--- src/rtl/amo_pkg.sv ---
package amo_pkg;

    typedef enum logic [3:0] {
        OP_LR   = 4'd0,
        OP_SC   = 4'd1,
        OP_SWAP = 4'd2,
        OP_ADD  = 4'd3,
        OP_AND  = 4'd4,
        OP_OR   = 4'd5,
        OP_XOR  = 4'd6,
        OP_MIN  = 4'd7,
        OP_MAX  = 4'd8,
        OP_MINU = 4'd9,
        OP_MAXU = 4'd10
    } amo_op_e;

    typedef enum logic [2:0] {
        ST_IDLE,
        ST_READ,
        ST_COMPUTE,
        ST_WRITE,
        ST_RESPOND
    } amo_state_e;

    localparam logic [3:0] OP_CODE_W = 4'd4;

endpackage

--- src/rtl/amo_alu.sv ---
module amo_alu
    import amo_pkg::*;
#(
    parameter int DW = 32
) (
    input  amo_op_e         op,
    input  logic [DW-1:0]   mem_val,
    input  logic [DW-1:0]   opnd,
    output logic [DW-1:0]   result
);
    logic s_lt;
    logic u_lt;

    always_comb begin
        s_lt = $signed(opnd) < $signed(mem_val);
        u_lt = opnd < mem_val;
        case (op)
            OP_SWAP: result = opnd;
            OP_ADD:  result = mem_val + opnd;
            OP_AND:  result = mem_val & opnd;
            OP_OR:   result = mem_val | opnd;
            OP_XOR:  result = mem_val ^ opnd;
            OP_MIN:  result = s_lt ? opnd : mem_val;
            OP_MAX:  result = s_lt ? mem_val : opnd;
            OP_MINU: result = u_lt ? opnd : mem_val;
            OP_MAXU: result = u_lt ? mem_val : opnd;
            default: result = mem_val;
        endcase
    end
endmodule

--- src/rtl/amo_resv.sv ---
module amo_resv #(
    parameter int AW = 16
) (
    input  logic          clk,
    input  logic          rst,
    input  logic          set,
    input  logic [AW-1:0] set_addr,
    input  logic          clear,
    input  logic          snoop_valid,
    input  logic [AW-1:0] snoop_addr,
    input  logic [AW-1:0] chk_addr,
    output logic          valid,
    output logic          match,
    output logic          snoop_hit
);
    logic [AW-1:0] addr_q;

    assign snoop_hit = snoop_valid && valid && (snoop_addr == addr_q);
    assign match     = valid && !snoop_hit && (addr_q == chk_addr);

    always_ff @(posedge clk) begin
        if (rst) begin
            valid  <= 1'b0;
            addr_q <= '0;
        end else if (set) begin
            valid  <= 1'b1;
            addr_q <= set_addr;
        end else if (clear || snoop_hit) begin
            valid  <= 1'b0;
        end
    end
endmodule

--- src/rtl/amo_unit.sv ---
module amo_unit
    import amo_pkg::*;
#(
    parameter int AW = 16,
    parameter int DW = 32
) (
    input  logic          clk,
    input  logic          rst,
    input  logic          req_valid,
    output logic          req_ready,
    input  logic [3:0]    req_op,
    input  logic [AW-1:0] req_addr,
    input  logic [DW-1:0] req_data,
    input  logic          req_rd_zero,
    input  logic          req_aq,
    input  logic          req_rl,
    output logic          rsp_valid,
    output logic [DW-1:0] rsp_data,
    output logic          mem_req,
    output logic          mem_we,
    output logic [AW-1:0] mem_addr,
    output logic [DW-1:0] mem_wdata,
    input  logic [DW-1:0] mem_rdata,
    input  logic          mem_ready,
    input  logic          snoop_valid,
    input  logic [AW-1:0] snoop_addr,
    output logic          fence_acq,
    output logic          fence_rel
);
    amo_state_e    state_q;
    amo_op_e       op_q;
    amo_op_e       op_in;
    logic [AW-1:0] addr_q;
    logic [DW-1:0] opnd_q;
    logic [DW-1:0] old_q;
    logic [DW-1:0] res_q;
    logic [DW-1:0] alu_res;
    logic          rl_q;
    logic          accept;
    logic          resv_set;
    logic          resv_clear;
    logic          resv_valid;
    logic          resv_match;
    logic          snoop_hit;

    assign op_in      = amo_op_e'(req_op);
    assign accept     = req_valid && (state_q == ST_IDLE);
    assign resv_clear = accept && (op_in == OP_SC);
    assign resv_set   = (state_q == ST_READ) && mem_ready && (op_q == OP_LR);

    amo_resv #(.AW(AW)) u_resv (
        .clk         (clk),
        .rst         (rst),
        .set         (resv_set),
        .set_addr    (addr_q),
        .clear       (resv_clear),
        .snoop_valid (snoop_valid),
        .snoop_addr  (snoop_addr),
        .chk_addr    (req_addr),
        .valid       (resv_valid),
        .match       (resv_match),
        .snoop_hit   (snoop_hit)
    );

    amo_alu #(.DW(DW)) u_alu (
        .op      (op_q),
        .mem_val (old_q),
        .opnd    (opnd_q),
        .result  (alu_res)
    );

    always_ff @(posedge clk) begin
        if (rst) begin
            state_q <= ST_IDLE;
            op_q    <= OP_LR;
            addr_q  <= '0;
            opnd_q  <= '0;
            old_q   <= '0;
            res_q   <= '0;
            rl_q    <= 1'b0;
        end else begin
            case (state_q)
                ST_IDLE: begin
                    if (req_valid) begin
                        op_q   <= op_in;
                        addr_q <= req_addr;
                        opnd_q <= req_data;
                        rl_q   <= req_rl;
                        if (op_in == OP_SC) begin
                            if (resv_match) begin
                                res_q   <= req_data;
                                old_q   <= '0;
                                state_q <= ST_WRITE;
                            end else begin
                                old_q   <= DW'(1);
                                state_q <= ST_RESPOND;
                            end
                        end else if (op_in == OP_SWAP && req_rd_zero) begin
                            res_q   <= req_data;
                            old_q   <= '0;
                            state_q <= ST_WRITE;
                        end else begin
                            state_q <= ST_READ;
                        end
                    end
                end
                ST_READ: begin
                    if (mem_ready) begin
                        old_q   <= mem_rdata;
                        state_q <= (op_q == OP_LR) ? ST_RESPOND : ST_COMPUTE;
                    end
                end
                ST_COMPUTE: begin
                    res_q   <= alu_res;
                    state_q <= (alu_res == old_q) ? ST_RESPOND : ST_WRITE;
                end
                ST_WRITE: begin
                    if (mem_ready) state_q <= ST_RESPOND;
                end
                ST_RESPOND: state_q <= ST_IDLE;
                default:    state_q <= ST_IDLE;
            endcase
        end
    end

    assign req_ready = (state_q == ST_IDLE);
    assign mem_req   = (state_q == ST_READ) || (state_q == ST_WRITE);
    assign mem_we    = (state_q == ST_WRITE);
    assign mem_addr  = addr_q;
    assign mem_wdata = res_q;
    assign rsp_valid = (state_q == ST_RESPOND);
    assign rsp_data  = old_q;
    assign fence_acq = accept && req_aq;
    assign fence_rel = (state_q == ST_RESPOND) && rl_q;

endmodule

--- config.mk ---
export PLATFORM = sky130hd
export DESIGN_NAME = amo_unit
export DESIGN_NICKNAME = d
export VERILOG_FILES = /design/src/rtl/amo_pkg.sv /design/src/rtl/amo_alu.sv /design/src/rtl/amo_resv.sv /design/src/rtl/amo_unit.sv
export SDC_FILE = /design/constraint.sdc
export NUM_CORES = 1
export LEC_CHECK = 0
export ABC_CLOCK_PERIOD_IN_PS = 4500
export BUFFER_PORTS_ARGS = -buffer_cell sky130_fd_sc_hd__buf_4
export CAP_MARGIN = 10
export CORE_UTILIZATION = 55
export CTS_CLUSTER_DIAMETER = 40
export DETAILED_ROUTE_END_ITERATION = 6
export MAX_ROUTING_LAYER = met4
export PLACE_DENSITY = 0.79
export SYNTH_ARGS = -nofsm -noshare
export SYNTH_HDL_FRONTEND = slang
export SYNTH_HIERARCHICAL = 1
export SYNTH_SLANG_ARGS = --single-unit
--- constraint.sdc ---
create_clock -name clk -period 4.5 [get_ports clk]
set_clock_uncertainty 0.15 [all_clocks]
set_input_delay 0.9 -clock clk [delete_from_list [all_inputs] [get_ports clk]]
set_output_delay 0.9 -clock clk [all_outputs]
set_load 0.03 [all_outputs]
==> impl_metrics.ini, run 1 <==
[setup_path]
slowest_stage = o31ai_4
startpoint_type = flop
path_depth = 21
r2r-start = rsp_data[17]
worstPathRequired_ps = 4670
critPathCapture = state_q[1]
startpoint = rsp_data[17]
cp-end-kind = flop
ff2ff_path_depth = 21
path_class = reg -> reg
r2r-end = state_q[1]
regToRegSetupSlack_ps = 40
crit_arrival_ps = 4620
worst-path-max-fanout = 5
slowest_delay_ps = 350
cp_num_buf_inv = 6
critical_path.most_common_cell = buf_4
crit_path_cell_trace = inv_1 > ha_1 > inv_1 > a21oi_2 > o31ai_4 > buf_4 > a21oi_2 > buf_4 > a21oi_4 > or2_4 > buf_6 > o31ai_4 > o21ai_4 > buf_4 > a221oi_1 > a21oi_1 > xor2_1 > nor4_2 > nand4_1 > o21ai_2 > o211ai_1
crit_family = compound AO/OA/AOI/OAI gates

[sta]
post-route-min-period_ps = 4455
grt_setup_unrepaired = yes
hold_ws_ps = 323.1
drv_slew = 0
worst_pin_slew_ps = 1052
hold_violations = 0
fmax_mhz = 224.5
min_period_over_period = 0.9900
maxSlewHeadroom = 0.2988
layout_setup_ws_ps = 44.94
finalSetupViolCount = 0
tns_ps = 0

[die]
core-area_sq_um = 18830
initial_utilization = 0.5667
die_x_um = 141.3
fp-row-count = 50
io_pins = 194
die_y_um = 141.3
die-area_sq_um = 19960

[detailed_routing]
drc = 9
wl_um = 39170
via_per_inst = 5.981
drt-pass1-iter-count = 7
drt_iter0_markers = 1070
vias = 12080
routedWlPerCell_um = 19.39
antenna_left = 0

[status]
status = complete, but fails checks
violations = DRC

[place]
hpwl_um = 28280
dp_worst_setup_slack_ps = -680.4
placed_cell_area_sq_um = 13740
io_buffer_count = 193
gp_congestion = 1.061
placedCellCount = 1967

[cts]
clk_path_buf_depth = 2
hold_buffers = 0
clkSlewWorstSetupHoldPaths_ps = 70
cts_tree = built
clock_latency_ps = 440
ctsRootBufferMaster = clkbuf_16
h-tree-depth = 4
cts.sinks = 137
cts_buffers = 17

[global_route]
grtUsageMet2 = 0.6483
use_met1 = 0.4721
grt_use_total = 0.3976
grt_pass1_vias = 11420
antenna_found_initial = 0
use_met3 = 0.06784
top_usage_layer = met2
grt-ovfl-total = 0
grt_start_max_net_pins = 80
grt_pass1_wl_um = 60100

[finish]
final_core_util = 0.7962
area_growth_syn_to_layout_pct = 40.50
layout_common_cells = buf_4 (437), nand2_1 (189), a21oi_1 (133), dfxtp_1 (118), nor2_1 (95)
drive_gt1_frac = 0.3301
finish.instance_area_sq_um = 14990
filler_cell_count = 1315
antennaDiodeCount = 0
layout.nets = 1952
final_cells = 2020
final_common_cell = buf_4

[pwr]
ir_drop_uv = 340.7
cellPowerDensity_nw_per_um2 = 480.2
p_leak_nw = 6.435
power_mw = 7.200

[synth]
syn_nets = 1588
ys_warn_count = 6
mappedNetlistArea_sq_um = 10670
syn_area_per_cell_sq_um = 7.716
syn_inst = 1383

[hold_path]
min_path_cells = 2
hold_class = reg -> reg

[flow_run]
maxCapViolations = 0
==> area by class of cell <==
class / count / area (sq um) / share of cell area
clock buffer: 17 / 425.4 / 0.02837
clock inverter: 15 / 201.4 / 0.01344
inverter: 84 / 315.3 / 0.02103
multi-input combinational: 1063 / 7574 / 0.5051
sequential: 137 / 2766 / 0.1845
tap: 260 / 325.3 / 0.02170
timing repair buffer: 444 / 3386 / 0.2258
==> power by group <==
group	switching (mW)	leakage (nW)	internal [mW]
registers	0.141	1.12	1.39
clock network	0.670	0.308	0.853
logic	2.35	5.00	1.79
total	3.16	6.44	4.04
==> layer usage <==
metal / up-vias / part of all wire
li1: 5645 / -
met1: 5620 / 0.40
met2: 680 / 0.47
met3: 136 / 0.081
met4: 0 / 0.045
met5: - / 0
==> worst min path at each step <==
stage / from / endpoint / slack, ps
floorplan: rl_q / rl_q / 280
global placement: mem_addr[10] / mem_addr[10] / 310
detailed placement: mem_addr[8] / mem_addr[8] / 320
CTS: mem_addr[9] / mem_addr[9] / 330
global route: mem_addr[15] / mem_addr[15] / 350
finish: mem_addr[9] / mem_addr[9] / 320
==> repair_timing <==
| action | CTS | global route |
|---|---|---|
| pin swaps | 12 | 36 |
| setup buffers | 14 | 8 |
| resized for setup | 23 | 71 |
| setup endpoints to repair | 3 | 4 |
| hold endpoints to repair | 0 | 0 |
==> worst min-delay path, delay by kind of cell, from the launching register on <==
family | cells | cell delay, ps
flip-flops | 1 | 320
AND/OR/NAND/NOR | 1 | 50
AO/OA/AOI/OAI | 1 | 50
==> registers in the layout, indices dropped and copies added (netlist names) <==
| name | count |
|---|---|
| mem_wdata | 32 |
| opnd_q | 32 |
| rsp_data | 32 |
| mem_addr | 16 |
| u_resv/addr_q | 16 |
| op_q | 4 |
| state_q | 3 |
| rl_q | 1 |
| u_resv/valid | 1 |
(Power assumes the default switching activity.)
==> run 2, diff against run 1 <==
--- a/config.mk
+++ b/config.mk
@@ -12,7 +12,8 @@
 export CTS_CLUSTER_DIAMETER = 40
 export DETAILED_ROUTE_END_ITERATION = 6
 export MAX_ROUTING_LAYER = met4
-export PLACE_DENSITY = 0.79
+export PLACE_DENSITY = 0.78
+export SLEW_MARGIN = 20
 export SYNTH_ARGS = -nofsm -noshare
 export SYNTH_HDL_FRONTEND = slang
 export SYNTH_HIERARCHICAL = 1
==> impl_metrics.ini, run 2 (same netlist as run 1, synthesis figures left out) <==
[status]
status = complete, but fails checks
violations = DRC, setup timing

[setup_path]
path_class = reg -> reg
crit_arrival_ps = 4680
worstPathRequired_ps = 4660
cp-end-kind = flop
worst-path-max-fanout = 6
startpoint_type = flop

[sta]
min_period_over_period = 1.004
layout_setup_ws_ps = -15.84
worst_pin_slew_ps = 1051
fmax_mhz = 221.4
maxSlewHeadroom = 0.2990
drv_slew = 0
finalSetupViolCount = 1
post-route-min-period_ps = 4516
grt_setup_unrepaired = yes
hold_ws_ps = 324.3
hold_violations = 0

[place]
dp_worst_setup_slack_ps = -543.3
io_buffer_count = 193
gp_congestion = 1.072
hpwl_um = 29590

[die]
die_x_um = 141.3
die_y_um = 141.3
die-area_sq_um = 19960
initial_utilization = 0.5667
io_pins = 194
fp-row-count = 50
core-area_sq_um = 18830

[global_route]
grt_start_max_net_pins = 82
grt-ovfl-total = 0
grt_use_total = 0.4073
grt_pass1_vias = 11710
grt_pass1_wl_um = 62000
antenna_found_initial = 0

[detailed_routing]
antenna_left = 0
drt_iter0_markers = 1054
via_per_inst = 6.081
drc = 5
vias = 12350
wl_um = 41270
drt-pass1-iter-count = 7
routedWlPerCell_um = 20.32

[cts]
cts_buffers = 17
clock_latency_ps = 440
clkSlewWorstSetupHoldPaths_ps = 70
clk_path_buf_depth = 2
cts.sinks = 137
ctsRootBufferMaster = clkbuf_16
cts_tree = built
h-tree-depth = 4

[pwr]
clkPwrFrac = 0.202
ir_drop_uv = 363.5
p_int_mw = 4.012
cellPowerDensity_nw_per_um2 = 479.0
switching_share = 0.4459
seq_power_share = 0.212
switching_power_mw = 3.228
p_comb_frac = 0.586
p_leak_nw = 6.479

[finish]
drive_gt1_frac = 0.3422
filler_cell_count = 1289
antennaDiodeCount = 0
area_growth_syn_to_layout_pct = 41.63
final_common_cell = buf_4
layout.nets = 1963
layout_common_cells = buf_4 (448), nand2_1 (189), a21oi_1 (132), dfxtp_1 (122), nor2_1 (93)

[hold_path]
hold_class = reg -> reg

[flow_run]
maxCapViolations = 0
run 2: final timing paths:
path | start | cells past startpoint | slack [ps] | end
worst min-delay path | mem_addr[6] | 2 | 320 | mem_addr[6]
worst min register to register | mem_addr[6] | 2 | 320 | mem_addr[6]
worst max-delay path | rsp_data[5] | 21 | -20 | state_q[1]
worst max register to register | rsp_data[5] | 21 | -20 | state_q[1]
run 2: layout make-up:
class                   instances  area (sq um)  area share
clock buffers                  17         425.4     0.02815
flip-flops and latches        137          2761      0.1827
inverters                      84         317.8     0.02103
repair buffers                455          3451      0.2283
multi-input cells            1063          7661      0.5069
well taps                     260         325.3     0.02152
clock inverters                15         172.7     0.01142
run 2: power by group through the flow:
stage	Sequential, mW	Combinational [mW]	Clock, mW
2_1_floorplan	1.76	1.87	0
3_3_place_gp	1.54	3.61	0
3_5_place_dp	1.55	3.65	0
4_1_cts	1.53	3.79	1.47
5_1_grt	1.56	4.48	1.52
6_report	1.54	4.24	1.46
run 2: timing repair:
item / in CTS / in global routing
pin swaps: 9 / 53
endpoints found under the setup margin: 3 / 4
setup buffers: 11 / 23
hold buffers: 0 / 0
resized for setup: 19 / 100
run 2: per-stage QoR:
| stage | cell area [sq um] | util | power, mW | TNS, ps | instances |
|---|---|---|---|---|---|
| finish | 15110 | 0.8027 | 7.240 | -15.84 | 2031 |
| global route | 15110 | 0.8027 | 7.561 | -304.7 | 2031 |
| CTS | 14500 | 0.7701 | 6.781 | 0 | 2010 |
| detailed placement | 13730 | 0.7290 | 5.196 | -1468 | 1967 |
| global placement | 13730 | 0.7290 | 5.145 | -1284 | 1967 |
| floorplan | 10670 | - | 3.628 | 0 | 1383 |
run 2: worst max-delay path: stages (launching register included):
cell      delay [ps]
dfxtp_2          330
inv_2             50
buf_4            150
ha_2             180
o21ai_2          250
a21oi_2          100
nor4_2           270
buf_4            190
a21oi_4           60
or2_4            270
buf_6            150
o31ai_4          360
o211ai_4         190
buf_6            190
buf_4            150
a221o_1          340
xor2_1           180
nor4_1           280
nand4_1          160
o21ai_1          170
buf_4            140
o211ai_1          80
run 2: layer usage:
metal  global-route usage  wire length, um  vias to the layer above
li1                     -                -                     5676
met1               0.4804            16370                     5811
met2               0.6764            19780                      726
met3              0.07560             3413                      138
met4               0.1791             1715                        0
met5                    -                0                        -
